===== config.mk =====
export PLATFORM = sky130hd
export DESIGN_NAME = cas_inserter
export DESIGN_NICKNAME = d
export VERILOG_FILES = /design/src/rtl/cas_pkg.sv /design/src/rtl/cas_sig_regs.sv /design/src/rtl/cas_mf_flag.sv /design/src/rtl/cas_slot_mux.sv /design/src/rtl/cas_inserter.sv
export SDC_FILE = /design/constraint.sdc
export NUM_CORES = 1
export LEC_CHECK = 0
export BUFFER_PORTS_ARGS = -buffer_cell sky130_fd_sc_hd__buf_2
export CAP_MARGIN = 20
export CELL_PAD_IN_SITES_DETAIL_PLACEMENT = 1
export CELL_PAD_IN_SITES_GLOBAL_PLACEMENT = 1
export CORE_MARGIN = 10
export CORE_UTILIZATION = 47
export DETAILED_ROUTE_END_ITERATION = 12
export PLACE_DENSITY_LB_ADDON = 0.3
export SLEW_MARGIN = 40
export SYNTH_ARGS = -nofsm -noshare
export SYNTH_HDL_FRONTEND = slang
export SYNTH_HIERARCHICAL = 1
export SYNTH_SLANG_ARGS = --single-unit

===== constraint.sdc =====
create_clock -name clk_i -period 2.2 [get_ports clk_i]
set_input_delay 0 -clock clk_i [delete_from_list [all_inputs] [get_ports clk_i]]
set_output_delay 0 -clock clk_i [all_outputs]
set_load 0.1 [all_outputs]

===== src/rtl/cas_pkg.sv =====
package cas_pkg;
  localparam int BYTE_W     = 8;
  localparam int N_REG      = 16;
  localparam int FRAME_BITS = 256;
  localparam int SLOT_IDX   = 16;
  localparam int N_CH       = 30;
  localparam logic [BYTE_W-1:0] RST_FIRST = 8'h0B;
  localparam logic [BYTE_W-1:0] RST_REST  = 8'hFF;
endpackage


===== src/rtl/cas_sig_regs.sv =====
module cas_sig_regs #(
  parameter int N_REG  = cas_pkg::N_REG,
  parameter int BYTE_W = cas_pkg::BYTE_W,
  localparam int AW    = $clog2(N_REG)
) (
  input  logic                         clk_i,
  input  logic                         rst_ni,
  input  logic                         wr_en_i,
  input  logic [AW-1:0]                wr_addr_i,
  input  logic [BYTE_W-1:0]            wr_data_i,
  input  logic                         load_i,
  output logic [N_REG-1:0][BYTE_W-1:0] buf_o
);
  logic [N_REG-1:0][BYTE_W-1:0] reg_q;

  for (genvar i = 0; i < N_REG; i++) begin : g_reg
    localparam logic [BYTE_W-1:0] RV = (i == 0) ? cas_pkg::RST_FIRST : cas_pkg::RST_REST;
    always_ff @(posedge clk_i or negedge rst_ni) begin
      if (!rst_ni) begin
        reg_q[i] <= RV;
        buf_o[i] <= RV;
      end else begin
        // shadow copy takes the pre-write value on a coincident write
        if (load_i) buf_o[i] <= reg_q[i];
        if (wr_en_i && wr_addr_i == AW'(i)) reg_q[i] <= wr_data_i;
      end
    end
  end
endmodule


===== src/rtl/cas_mf_flag.sv =====
module cas_mf_flag (
  input  logic clk_i,
  input  logic rst_ni,
  input  logic set_i,
  input  logic rd_i,
  output logic flag_o
);
  always_ff @(posedge clk_i or negedge rst_ni) begin
    if (!rst_ni)     flag_o <= 1'b0;
    else if (set_i)  flag_o <= 1'b1;
    else if (rd_i)   flag_o <= 1'b0;
  end
endmodule


===== src/rtl/cas_slot_mux.sv =====
module cas_slot_mux #(
  parameter int N_REG      = cas_pkg::N_REG,
  parameter int BYTE_W     = cas_pkg::BYTE_W,
  parameter int FRAME_BITS = cas_pkg::FRAME_BITS,
  parameter int SLOT_IDX   = cas_pkg::SLOT_IDX,
  parameter int N_CH       = cas_pkg::N_CH,
  localparam int BIT_W     = $clog2(FRAME_BITS),
  localparam int FW        = $clog2(N_REG),
  localparam int OFF_W     = $clog2(BYTE_W)
) (
  input  logic [BIT_W-1:0]             bit_idx_i,
  input  logic [FW-1:0]                frame_idx_i,
  input  logic                         ser_i,
  input  logic                         ins_en_i,
  input  logic                         blk_en_i,
  input  logic [N_CH-1:0]              blk_mask_i,
  input  logic [N_REG-1:0][BYTE_W-1:0] buf_i,
  output logic                         bit_o
);
  localparam int SLOT_LO = SLOT_IDX * BYTE_W;
  localparam int HALF    = BYTE_W / 2;

  logic              in_slot, upper, reg_src, mask_bit, buf_bit;
  logic [OFF_W-1:0]  off;
  logic [BYTE_W-1:0] byte_q;
  int                ch;

  always_comb begin
    in_slot  = (bit_idx_i >= BIT_W'(SLOT_LO)) && (bit_idx_i < BIT_W'(SLOT_LO + BYTE_W));
    off      = OFF_W'(bit_idx_i - BIT_W'(SLOT_LO));
    upper    = int'(off) < HALF;
    byte_q   = buf_i[frame_idx_i];
    buf_bit  = byte_q[BYTE_W-1-int'(off)];
    ch       = upper ? int'(frame_idx_i) - 1 : int'(frame_idx_i) - 2 + N_REG;
    mask_bit = (frame_idx_i != '0) && |(blk_mask_i & (N_CH'(1) << ch));
    reg_src  = (frame_idx_i == '0) || !blk_en_i || mask_bit;
    if (ins_en_i && in_slot && reg_src)
      bit_o = (frame_idx_i == '0 && upper) ? 1'b0 : buf_bit;  // alignment nibble
    else
      bit_o = ser_i;
  end
endmodule


===== src/rtl/cas_inserter.sv =====
module cas_inserter #(
  parameter int N_REG      = cas_pkg::N_REG,
  parameter int BYTE_W     = cas_pkg::BYTE_W,
  parameter int FRAME_BITS = cas_pkg::FRAME_BITS,
  parameter int SLOT_IDX   = cas_pkg::SLOT_IDX,
  parameter int N_CH       = cas_pkg::N_CH,
  localparam int BIT_W     = $clog2(FRAME_BITS),
  localparam int FW        = $clog2(N_REG)
) (
  input  logic              clk_i,
  input  logic              rst_ni,
  input  logic              bit_en_i,
  input  logic [BIT_W-1:0]  bit_idx_i,
  input  logic [FW-1:0]     frame_idx_i,
  input  logic              ser_i,
  input  logic              ins_en_i,
  input  logic              blk_en_i,
  input  logic [N_CH-1:0]   blk_mask_i,
  input  logic              wr_en_i,
  input  logic [FW-1:0]     wr_addr_i,
  input  logic [BYTE_W-1:0] wr_data_i,
  input  logic              flag_rd_i,
  output logic              mf_flag_o,
  output logic              tx_o
);
  logic                         mf_start;
  logic                         mux_bit;
  logic [N_REG-1:0][BYTE_W-1:0] buf_q;

  assign mf_start = bit_en_i && bit_idx_i == '0 && frame_idx_i == '0;

  cas_sig_regs #(.N_REG(N_REG), .BYTE_W(BYTE_W)) u_regs (
    .clk_i, .rst_ni, .wr_en_i, .wr_addr_i, .wr_data_i,
    .load_i(mf_start), .buf_o(buf_q)
  );

  cas_mf_flag u_flag (
    .clk_i, .rst_ni, .set_i(mf_start), .rd_i(flag_rd_i), .flag_o(mf_flag_o)
  );

  cas_slot_mux #(
    .N_REG(N_REG), .BYTE_W(BYTE_W), .FRAME_BITS(FRAME_BITS),
    .SLOT_IDX(SLOT_IDX), .N_CH(N_CH)
  ) u_mux (
    .bit_idx_i, .frame_idx_i, .ser_i, .ins_en_i, .blk_en_i, .blk_mask_i,
    .buf_i(buf_q), .bit_o(mux_bit)
  );

  always_ff @(posedge clk_i or negedge rst_ni) begin
    if (!rst_ni)       tx_o <= 1'b0;
    else if (bit_en_i) tx_o <= mux_bit;
  end
endmodule


Word level (Yosys, flattened, before mapping)
Cells that the tools add are included.
{ "word_totals": {"reg_bits": 258, "n_memories": 0, "ramBits": 0, "out_inout_bits": 2, "latch_bits": 0, "word_cells": 103, "rom_bits": 0} }
{ "classes": {"bitwise_logic": 1, "div_mod_pow": 0, "mux": 10, "shift": 1, "addsub": 5, "reduce_logical": 32, "mul": 0, "order_cmp": 5, "n_eq_ne": 15} }
{ "ops": {"columns": ["cell", "count"], "rows": [
  ["$add 32x6->32 const B", 1],
  ["$bmux 8 s4", 1],
  ["$eq 4x4->1 const B", 8],
  ["$lt 32x5->1 const B", 1],
  ["$mux 32", 1],
  ["$shl 1x32->30 const A", 1],
  ["$and 30x30->30", 1],
  ["$reduce_or 30->1", 1],
  ["$logic_and 1x1->1", 23],
  ["$eq 4x3->1 const B", 4],
  ["$eq 4x2->1 const B", 2],
  ["$ge 8x8->1 const B", 1],
  ["$logic_not 4->1", 2],
  ["$logic_not 8->1", 1],
  ["$lt 8x8->1 const B", 1],
  ["$mux 8", 1],
  ["$mux 1", 6],
  ["$lt 4x5->1 const B", 1],
  ["$sub 4x1->5 const B", 1],
  ["$sub 4x2->5 const B", 1],
  ["$eq 4x1->1 const B", 1],
  ["$reduce_bool 4->1", 1],
  ["$sub 3x3->4 const A", 1],
  ["$bmux 1 s3", 1],
  ["5 further kinds", 6]
]} }

Longest topological paths before layout
Gate-level depths: netlist of the first run.
{ "depth": {"word_depth": 10, "mapped_depth": 12, "ltp_nobuf": 10} }

Hierarchy
The synthesis of the first run kept the hierarchy.
{ "modules_own_cells": {"columns": ["mod", "cells_per_inst", "area_each_um2", "instances"], "rows": [
  ["cas_sig_regs", 564, 9879.5, 1],
  ["cas_slot_mux", 167, 1702.9, 1],
  ["cas_inserter", 7, 68.8, 1],
  ["cas_mf_flag", 3, 36.3, 1]
]} }

Least setup slack after synthesis of the first run
Ideal clock, no wire load.
{ "synth_timing": {"kind": "in2reg", "start": "input frame_idx_i[1]", "end": "register tx_o", "path_slack_ns": -0.857, "t_arrival_ns": 2.931, "required_time_ns": 2.075, "setup_ns": 0.125, "stages": 12, "n_path_buf": 2, "path_cell_list": "clkbuf_1 -> buf_2 -> inv_1 -> ha_1 -> xor2_2 -> o21ai_4 -> mux4_2 -> a211oi_2 -> a2111oi_1 -> a31oi_1 -> mux2_1 -> mux2_2"} }
{ "synth_between": {"elab_chain_len": 10, "elab_cells_between_ends": 21, "classes_between": "3 x add/sub; 1 x shift; 8 x mux; 1 x bitwise; 8 x reduce/logical"} }
{ "synth_rtl": {"columns": ["item", "line_no", "rtl"], "rows": [
  ["start: declaration", "cas_inserter.sv:14", "input logic [FW-1:0] frame_idx_i,"],
  ["$sub 4x2->5", "cas_slot_mux.sv:34", "ch = upper ? int'(frame_idx_i) - 1 : int'(frame_idx_i) - 2 + N_REG;"],
  ["$add 32x6->32", "cas_slot_mux.sv:34", null],
  ["$mux 32", "cas_slot_mux.sv:34", null],
  ["$shl 1x32->30", "cas_slot_mux.sv:35", "mask_bit = (frame_idx_i != '0) && |(blk_mask_i & (N_CH'(1) << ch));"],
  ["$and 30x30->30", "cas_slot_mux.sv:35", null],
  ["$reduce_or 30->1", "cas_slot_mux.sv:35", null],
  ["$logic_and 1x1->1", "cas_slot_mux.sv:35", null],
  ["$logic_or 1x1->1", "cas_slot_mux.sv:36", "reg_src = (frame_idx_i == '0) || !blk_en_i || mask_bit;"],
  ["$logic_and 1x1->1", "cas_slot_mux.sv:37", "if (ins_en_i && in_slot && reg_src)"],
  ["$mux 1 (*)", "cas_slot_mux.sv:37", null],
  ["net mux_bit", "cas_inserter.sv:27", "logic mux_bit;"],
  ["end signal: assignment", "cas_inserter.sv:51", "else if (bit_en_i) tx_o <= mux_bit;"],
  ["end: declaration", "cas_inserter.sv:24", "output logic tx_o"]
]} }
Mark *: on every way through the listed nets, which the timed path passes. The rest lies on a longest branch. The select of a mux whose other input is x is not followed.
A chain may end at the register's enable or synchronous reset.

Final worst setup path of the first run
{ "layout_timing": {"start": "register u_regs/buf_o[91] (netlist name)", "end": "register tx_o"} }
{ "layout_between": {"elab_chain_len": 7} }
{ "layout_rtl": {"columns": ["item", "line_no", "rtl"], "rows": [
  ["start: declaration", "cas_sig_regs.sv:12", "output logic [N_REG-1:0][BYTE_W-1:0] buf_o"],
  ["start signal: indexed assignment", "cas_sig_regs.sv:24", "if (load_i) buf_o[i] <= reg_q[i];"],
  ["$bmux 8 s4", "cas_slot_mux.sv:32", "byte_q = buf_i[frame_idx_i];"],
  ["$mux 8 (not written as such)", "cas_slot_mux.sv:32", null],
  ["$bmux 1 s3", "cas_slot_mux.sv:33", "buf_bit = byte_q[BYTE_W-1-int'(off)];"],
  ["$mux 1 (not written as such) (2 in series)", "cas_slot_mux.sv:33", null],
  ["$mux 1", "cas_slot_mux.sv:38", "bit_o = (frame_idx_i == '0 && upper) ? 1'b0 : buf_bit;"],
  ["$mux 1", "cas_slot_mux.sv:37", null],
  ["net mux_bit", "cas_inserter.sv:27", null]
]} }
The timed path passes the listed nets, and every way through them passes these cells. The select of a mux whose other input is x is not followed.

==> results of run 1 <==
==> routing by layer <==
layer,part of all wire,wire length (um)
met1,0.44,12700
met2,0.51,14700
met3,0.029,839
met4,0.020,563
met5,0,0
==> cells by family after synthesis <==
| group | Yosys count |
|---|---|
| multiplexers | 302 |
| flip-flops | 258 |
| AND/OR/NAND/NOR | 70 |
| AO/OA/AOI/OAI | 55 |
| buffers and inverters | 50 |
| XOR/XNOR | 3 |
| adder cells (fa/ha/maj) | 3 |
==> state kept, by name (all words and copies together), names as in the netlist <==
| signal | count |
|---|---|
| tx_o | 1 |
| u_flag/flag_o | 1 |
| u_regs/buf_o | 128 |
| u_regs/reg_q | 128 |
==> critical path, cell delays in order (launching register included) <==
cell and delay, ns:
dfstp_2 0.37, mux4_2 0.48, a22oi_2 0.34, a21oi_2 0.12, a211oi_2 0.15, a21oi_1 0.07
a22o_1 0.25, mux2_4 0.28, mux2_4 0.25
==> placed cells by master, fill, tap and decap left out, types with 3 or more instances in the layout <==
master / netlist / layout
mux2_2: 261 / 260
mux4_2: 33 / 33
and3_1: 3 / 3
dlygate4sd3_1: 0 / 8
buf_2: 24 / 62
dfrtp_1: 12 / 12
a211oi_2: 1 / 3
o21ai_0: 3 / 3
a21oi_1: 14 / 13
clkbuf_8: 0 / 6
nand2_1: 11 / 11
a22oi_2: 0 / 7
clkbuf_1: 14 / 4
mux2i_1: 5 / 5
or3_1: 5 / 5
buf_12: 0 / 8
inv_1: 5 / 4
bufinv_16: 0 / 5
nand3b_1: 3 / 3
buf_4: 1 / 35
clkbuf_16: 0 / 28
dfstp_2: 246 / 246
clkinv_2: 0 / 6
nor2_1: 8 / 8
nor2_2: 9 / 9
nand3_1: 6 / 6
nand2b_1: 4 / 4
a22oi_1: 19 / 12
==> metrics by stage <==
stage          total power, mW  setup slack, ns  TNS [ns]  area [sq um]  cells
4_1_cts                   12.3           -0.212    -0.212         13800   1187
3_3_place_gp              7.09           -0.488    -0.488         12600   1127
6_report                  12.2           -0.218    -0.218         13800   1188
5_1_grt                   12.7           -0.245    -0.245         13800   1187
3_5_place_dp              7.24           -0.505    -0.505         12600   1127
2_1_floorplan             6.71           -0.365    -0.365         11800    741
==> worst min path at each step <==
| stage | startpoint | end | cells after the start |
|---|---|---|---|
| after CTS | wr_data_i[1] | u_regs/reg_q[33] | 2 |
| after global routing | wr_data_i[1] | u_regs/reg_q[121] | 2 |
| after floorplan | rst_ni | tx_o | 0 |
| final | wr_data_i[1] | u_regs/reg_q[121] | 2 |
| after detailed placement | rst_ni | u_regs/reg_q[6] | 1 |
| after global placement | rst_ni | u_regs/reg_q[6] | 1 |
==> layout make-up <==
type	count	area [sq um]	area share
Sequential cell	258	6760	0.490
Multi-Input combinational cell	433	4760	0.345
Timing Repair Buffer	114	828	0.0600
Inverter	6	27.5	0.00200
Tap cell	324	405	0.0294
Clock inverter	14	211	0.0153
Clock buffer	38	798	0.0579
Antenna cell	1	2.50	0.000181
==> power breakdown <==
part	leakage, nW	internal, mW	switching [mW]
logic	2.38	0.644	0.562
registers	2.71	5.70	0.291
clock network	0.494	3.13	1.90
total	5.58	9.47	2.75
==> what timing repair did <==
action	in CTS	in global routing
hold buffers	8	0
pin swaps	4	9
hold endpoints to repair	116	0
gates resized for setup	10	2
endpoints found under the setup margin	1	1
==> flow_summary.ini, run 1 <==
[grt]
grt.overflow.total = 0
track_usage = 0.184
grt_start_max_net_pins = 90
grt-busiest-layer = met2
grt_util_met3 = 0.0225
antenna_found_initial = 0
grtUsageMet2 = 0.317
grt_pass1_wl_mm = 45.7
grt_pass1_vias = 7803
grtUsageMet1 = 0.242

[logic_synthesis]
synth.area.mux_share = 0.322
synth_xor_area_frac = 0.00353
synth_top_area_share = 0.553
netlist_area_sq_um = 11700
synth_most_common_cell = mux2_2
synth.yosys.seq_area_share = 0.579
postSynthRegisterBits = 258
synth-simple-area-share = 0.0362
synth_top_family_by_area = multiplexers
syn-num-nets = 806
yosys_warnings = 6
synthFlopType = dfstp_2
ys_types = 58
yosys.area_share.adder = 0.00321
yosys-top-cells-count = mux2_2, dfstp_2, mux4_2
avgSynthCellArea_sq_um = 15.8
synth_compound_area_frac = 0.0346
syn_inst = 741
synth.area.top_cells = dfstp_2, mux2_2, mux4_2, dfrtp_1, a22oi_1
yosysTopAreaCell = dfstp_2
synth-edff-count = 0
async_reset_ff_frac = 1.00

[worst_setup_path]
cp-startpoint = u_regs/buf_o[91]
worstSetupStartpointType = flip-flop
end_kind = flip-flop
r2r-start = u_regs/buf_o[91]
reg2reg_slack_ns = -0.22
arrival_ns = 2.84
cp_max_fo = 2
required_ns = 2.62
critPathKind = reg2reg
crit_path_end = tx_o
reg2reg_to = tx_o
worst_r2r_path_depth = 8

[layout]
post-route-util = 0.566
syn_to_final_growth_pct = 18.0
nFillCells = 2276
nNetsFinal = 906
drive_gt1_frac = 0.845

[placement]
dpl.hpwl_mm = 19.5
place.port_buffers = 63
gp_congestion = 0.866

[sta]
setup_viol = 1
setup_ws_ns = -0.218
rsz0062_at_grt = true
hold_violations = 0
period_share = 1.10
skew_ns = 0.0160
drv_slew = 0
worstMarginPinSlew_ns = 0.687
max_slew_margin = 0.541
hold_ws_ns = 0.0195
max_freq_mhz = 414
min_period_ns = 2.42

[floorplan]
die_h_um = 178
die_w_um = 178
row_count = 57
fp.coreArea_sq_um = 24400
start_util = 0.479
num_io_pins = 64
fp.dieArea_sq_um = 31600

[routing]
routed_wirelength_mm = 28.8
avgRoutedWirePerCell_um = 24.3
antenna_left = 0
post_drt_via_cell_ratio = 5.67
firstDrtPassIters = 4
drcViolationCount = 0
dr.first_iter.drc_count = 355
vias = 6741

[clocking]
post_cts_buffers = 0
cts_buffers = 28
clk_pin_slew_worst_paths_ns = 0.07
clk_latency_ns = 0.54
clock_path_buffers = 3
cts.sinks = 258
cts_max_level = 1
cts-root-buf = clkbuf_16
cts_tree = built

[min_path]
hold_class = in2reg

[outcome]
failed_checks = setup timing
outcome = complete, but fails checks

[job]
drv_cap = 0

[power_and_ir_drop]
cellLeakagePower_nw = 5.58
powerDensity_nw_per_um2 = 886
ir_worst_vdd_mv = 0.595
Note: power is estimated with default switching activity, not from simulation.
==> run 2, diff against run 1 <==
--- a/config.mk
+++ b/config.mk
@@ -5,14 +5,14 @@
 export SDC_FILE = /design/constraint.sdc
 export NUM_CORES = 1
 export LEC_CHECK = 0
-export BUFFER_PORTS_ARGS = -buffer_cell sky130_fd_sc_hd__buf_2
 export CAP_MARGIN = 20
 export CELL_PAD_IN_SITES_DETAIL_PLACEMENT = 1
 export CELL_PAD_IN_SITES_GLOBAL_PLACEMENT = 1
 export CORE_MARGIN = 10
-export CORE_UTILIZATION = 47
+export CORE_UTILIZATION = 49
 export DETAILED_ROUTE_END_ITERATION = 12
-export PLACE_DENSITY_LB_ADDON = 0.3
+export DONT_BUFFER_PORTS = 1
+export PLACE_DENSITY_LB_ADDON = 0.25
 export SLEW_MARGIN = 40
 export SYNTH_ARGS = -nofsm -noshare
 export SYNTH_HDL_FRONTEND = slang
==> run 2 against run 1 <==
The flow finishes with violations (hold timing, setup timing). Sequential share of layout area up 2.2 points. Die area down 3.6%. Combinational power down 22%. Fmax up 4.6%. Global-route usage down 0.20 points. Cell area down 4.2%. Hold slack worse by 0.82 ns.
==> flow_summary.ini, run 2 (same netlist as run 1, synthesis figures left out) <==
[power_and_ir_drop]
ir_worst_vdd_mv = 0.745
powerDensity_nw_per_um2 = 877
cellLeakagePower_nw = 5.17

[worst_setup_path]
worstSetupStartpointType = flip-flop
reg2reg_slack_ns = -0.11
path_buf_inv = 0
end_kind = flip-flop
critPathTopFamily = multiplexers
cp_max_fo = 2
reg2reg_to = tx_o
critPathKind = reg2reg
crit_path_end = tx_o
required_ns = 2.62
cpMostUsedCell = mux2_4
worst_r2r_path_depth = 8
cp-startpoint = u_regs/buf_o[123]
crit_chain = mux4_2, a22oi_2, a21oi_2, a211oi_2, a21oi_1, a22o_1, mux2_4, mux2_4
arrival_ns = 2.73
cp.depth = 8
crit_path_top_delay_cell = mux4_2
r2r-start = u_regs/buf_o[123]
slowest_delay_ns = 0.50

[clocking]
post_cts_buffers = 0
cts.sinks = 258
cts_tree = built
clock_path_buffers = 3
ctsHoldBuffers = 13
clk_latency_ns = 0.55
clk_pin_slew_worst_paths_ns = 0.06
cts-root-buf = clkbuf_16
cts_max_level = 1
cts_buffers = 27

[outcome]
failed_checks = hold timing, setup timing
outcome = complete, but fails checks

[grt]
grt_start_max_net_pins = 259
grt_pass1_wl_mm = 43.8
antenna_found_initial = 2
track_usage = 0.182
grt_pass1_vias = 7391
grt.overflow.total = 0

[sta]
drv_slew = 0
period_share = 1.05
hold_violations = 259
max_freq_mhz = 433
setup_viol = 1
rsz0062_at_grt = true
fin_setup_tns_ns = -0.112
max_slew_margin = 0.443
setup_ws_ns = -0.112
worstMarginPinSlew_ns = 0.834
skew_ns = 0.0127
hold_ws_ns = -0.800
min_period_ns = 2.31

[min_path]
hold_class = in2async

[routing]
drcViolationCount = 0
post_drt_via_cell_ratio = 5.84
dr.first_iter.drc_count = 468
top_layer = met5
wl_met3_mm = 1.33
antenna_left = 0
routedLengthMet1_mm = 12.0
firstDrtPassIters = 4
avgRoutedWirePerCell_um = 25.3
routed_wirelength_mm = 27.9
wl_met2_mm = 14.0
vias = 6424

[floorplan]
die_h_um = 174
fp.coreArea_sq_um = 23500
fp.dieArea_sq_um = 30400
start_util = 0.498
row_count = 56
die_w_um = 174
num_io_pins = 64

[job]
drv_cap = 0

[layout]
diodes = 0
drive_gt1_frac = 0.821
syn_to_final_growth_pct = 13.1
nNetsFinal = 825
final_cell_mix = mux2_2, dfstp_2, mux4_2, clkbuf_16, buf_4
post-route-util = 0.563
nFillCells = 2144
largestRegisters = u_regs/buf_o x128, u_regs/reg_q x128
layout_commonest_cell = mux2_2

[placement]
gp_congestion = 0.846
place.port_buffers = 0
dpl.hpwl_mm = 17.9
[run 2: cell types whose count changed in the layout (fill, tap and decap cells not counted), moves of 2 or more]
cell	delta
buf_2	-62
buf_4	-17
buf_12	-5
dlygate4sd3_1	+5
clkbuf_1	+4
a22oi_1	-3
a22oi_2	+3
clkinv_2	-3
bufinv_16	-2
[run 2: worst reg2reg max path, cell delays in order (launching register included)]
cell and delay, ns:
dfstp_2 0.37, mux4_2 0.50, a22oi_2 0.28, a21oi_2 0.10
a211oi_2 0.18, a21oi_1 0.08, a22o_1 0.18, mux2_4 0.26
mux2_4 0.25
[run 2: how the worst min path moves through the flow]
stage            from         endpoint  slack [ns]  cells past startpoint
2_1_floorplan  rst_ni             tx_o       -0.30                      0
3_3_place_gp   rst_ni  u_regs/buf_o[6]       -0.27                      0
3_5_place_dp   rst_ni  u_regs/buf_o[4]       -0.27                      0
4_1_cts        rst_ni  u_regs/buf_o[4]       -0.85                      0
5_1_grt        rst_ni  u_regs/buf_o[4]       -0.85                      0
6_report       rst_ni  u_regs/buf_o[4]       -0.80                      0
[run 2: per-layer routing]
layer | vias up | track usage
met3 | 40 | 0.0392
met1 | 3487 | 0.231
met2 | 119 | 0.309
met4 | 4 | 0.0435
li1 | 2774 | -
met5 | - | 0
[run 2: cell type report]
type,count,area (sq um),area share
Tap cell,319,399,0.0302
Multi-Input combinational cell,433,4780,0.361
Inverter,6,27.5,0.00208
Clock inverter,10,148,0.0112
Clock buffer,40,774,0.0586
Sequential cell,258,6760,0.512
Timing Repair Buffer,34,325,0.0246
[run 2: where the power goes]
part	internal, mW	total, mW	switching, mW
Clock	2.80	4.66	1.85
Sequential	5.70	5.99	0.293
Combinational	0.566	0.948	0.382
Total	9.07	11.6	2.53
[run 2: what timing repair did]
item | CTS | global route
endpoints found under the setup margin | 1 | 1
hold endpoints to repair | 388 | 259
pin swaps | 7 | 5
gates resized for setup | 12 | 4
[run 2: through the flow]
stage | cell area [sq um] | hold slack, ns | setup slack [ns] | cells | total power [mW]
2_1_floorplan | 11800 | -0.296 | -0.365 | 741 | 6.71
3_3_place_gp | 12100 | -0.270 | -0.215 | 1037 | 6.78
3_5_place_dp | 12100 | -0.267 | -0.345 | 1037 | 6.92
4_1_cts | 13200 | -0.848 | -0.106 | 1100 | 11.7
5_1_grt | 13200 | -0.847 | -0.199 | 1100 | 12.1
6_report | 13200 | -0.800 | -0.112 | 1100 | 11.6
==> run 3, diff against run 2 <==
--- a/config.mk
+++ b/config.mk
@@ -9,9 +9,11 @@
 export CELL_PAD_IN_SITES_DETAIL_PLACEMENT = 1
 export CELL_PAD_IN_SITES_GLOBAL_PLACEMENT = 1
 export CORE_MARGIN = 10
-export CORE_UTILIZATION = 49
+export CORE_UTILIZATION = 51
+export CTS_BUF_LIST = sky130_fd_sc_hd__clkbuf_4
 export DETAILED_ROUTE_END_ITERATION = 12
 export DONT_BUFFER_PORTS = 1
+export GPL_TIMING_DRIVEN = 0
 export PLACE_DENSITY_LB_ADDON = 0.25
 export SLEW_MARGIN = 40
 export SYNTH_ARGS = -nofsm -noshare
==> run 3 against run 2 <==
The flow still finishes with violations (hold timing, setup timing). Cell area rose by 0.33%. Sequential power barely moved. Fmax fell by 5.4%. Cell count rose by 5.4%. Sequential cell count did not move. Setup slack got worse by 0.13 ns. Non-clock buffer count rose by 31. First-iteration DRC count fell by 9.4%. Critical path type unchanged. Critical endpoint unchanged. Largest cell class unchanged. Largest power group unchanged.
==> flow_summary.ini, run 3 (same netlist as run 1, synthesis figures left out) <==
[floorplan]
num_io_pins = 64
row_count = 55
die_w_um = 171
fp.coreArea_sq_um = 22600
fp.dieArea_sq_um = 29400
die_h_um = 171
start_util = 0.518

[sta]
drv_slew = 0
max_freq_mhz = 409
fin_setup_tns_ns = -0.244
setup_viol = 1
worstMarginPinSlew_ns = 0.820
period_share = 1.11
hold_violations = 259
skew_ns = 0.0362
setup_ws_ns = -0.244
max_slew_margin = 0.453
min_period_ns = 2.44
hold_ws_ns = -0.896
rsz0062_at_grt = true

[placement]
dpl.hpwl_mm = 19.7
post-place-ws_ns = -0.789
place.port_buffers = 0
gp_congestion = 0.881

[clocking]
cts-root-buf = clkbuf_4
cts_tree = built
cts_max_level = 3
cts_buffers = 69
ctsHoldBuffers = 21
clock_path_buffers = 3
clk_latency_ns = 0.66
cts.sinks = 258
clk_pin_slew_worst_paths_ns = 0.07

[power_and_ir_drop]
p_sw_mw = 2.64
power_switching_share = 0.237
power_frac_comb = 0.093
p_clk_frac = 0.368
seqPwrFrac = 0.539
intPower_mw = 8.50
cellLeakagePower_nw = 5.34
ir_worst_vdd_mv = 0.550
powerDensity_nw_per_um2 = 840

[grt]
grt_start_max_net_pins = 259
grt_pass1_vias = 7937
grt.overflow.total = 0
track_usage = 0.209
grt_pass1_wl_mm = 46.6
antenna_found_initial = 1

[layout]
layout_commonest_cell = mux2_2
nNetsFinal = 898
largestRegisters = u_regs/buf_o x128, u_regs/reg_q x128
final_cell_mix = mux2_2, dfstp_2, clkbuf_4, mux4_2, buf_2
syn_to_final_growth_pct = 13.4
drive_gt1_frac = 0.820

[min_path]
hold_class = in2async

[worst_setup_path]
end_kind = flip-flop
arrival_ns = 2.96
cpMostUsedCell = mux2_4
cp-startpoint = u_regs/buf_o[90]
crit_path_top_delay_cell = mux4_2
required_ns = 2.71
crit_chain = mux4_2, a22oi_2, nand2_1, a211oi_2, a21oi_2, a22o_1, mux2_4, mux2_4
r2r-start = u_regs/buf_o[90]
slowest_delay_ns = 0.51
cp_max_fo = 2
critPathKind = reg2reg
worstSetupStartpointType = flip-flop

[routing]
post_drt_via_cell_ratio = 6.00
firstDrtPassIters = 4
vias = 6950
antenna_left = 0
drcViolationCount = 0
routed_wirelength_mm = 30.2
dr.first_iter.drc_count = 424
avgRoutedWirePerCell_um = 26.0

[outcome]
failed_checks = hold timing, setup timing
outcome = complete, but fails checks

[job]
drv_cap = 0
-- run 3: changes by cell type in the layout (fill, tap and decap cells not counted), sizes merged --
cell         delta
inv             +1
clkbuf         +76
clkinvlp        -2
bufinv          -2
clkinv          +2
dlygate4sd3     +8
diode           +1
buf             +9
-- run 3: worst max-delay path: cells and delay by family (launching register included) --
family	cells	cell delay, ns
mux	3	1.03
compound gates	4	0.81
flops	1	0.37
simple gates	1	0.12
-- run 3: power by group through the flow --
stage          sequential (mW)  clock (mW)  combinational (mW)
2_1_floorplan             5.93           0               0.780
3_3_place_gp              5.98           0               0.893
3_5_place_dp              6.06           0               0.962
4_1_cts                   5.99        4.23                1.03
5_1_grt                   6.07        4.51                1.12
6_report                  6.00        4.10                1.04
-- run 3: layout make-up --
class                      instances  area, sq um
antenna                            1         2.50
fill                            2120         9310
clock buffer                     102          766
sequential                       258         6770
buffer                            44          278
timing repair buffer              21          210
tap                              285          357
multi-input combinational        433         4790
inverter                           6         27.5
clock inverter                     9         63.8
-- run 3: metal layers --
layer,wire (um),vias to the layer above,track usage,part of all wire
met1,12600,3760,0.257,0.42
li1,-,2952,-,-
met5,0,-,0,0
met3,1500,56,0.0426,0.050
met2,15500,182,0.362,0.51
met4,595,0,0.0654,0.020
-- run 3: stage by stage --
| step | area [sq um] | power, mW | util | hold slack [ns] | instances |
|---|---|---|---|---|---|
| 3_5_place_dp | 12100 | 7.03 | 0.537 | -0.265 | 1026 |
| 3_3_place_gp | 12100 | 6.88 | 0.537 | -0.273 | 1026 |
| 4_1_cts | 13200 | 11.3 | 0.586 | -0.973 | 1158 |
| 2_1_floorplan | 11800 | 6.71 | - | -0.296 | 741 |
| 5_1_grt | 13300 | 11.7 | 0.587 | -0.952 | 1159 |
| 6_report | 13300 | 11.1 | 0.587 | -0.896 | 1159 |
-- run 3: repair_timing --
| item | CTS | global route |
|---|---|---|
| buffers inserted | 0 | 0 |
| setup endpoints to repair | 1 | 2 |
| resized for setup | 16 | 2 |
| pin swaps | 11 | 4 |
| hold endpoints to repair | 388 | 259 |
-- run 3: worst paths after layout --
path                               endpoint  slack [ns]  depth (start not counted)
hold / removal              u_regs/buf_o[5]       -0.90                          0
hold reg to reg             u_regs/buf_o[6]        0.51                          1
setup reg to reg                       tx_o       -0.24                          8
setup / recovery                       tx_o       -0.24                          8
max in group asynchronous  u_regs/reg_q[19]        2.76                          0
min in group clk_i                     tx_o       -0.05                          4
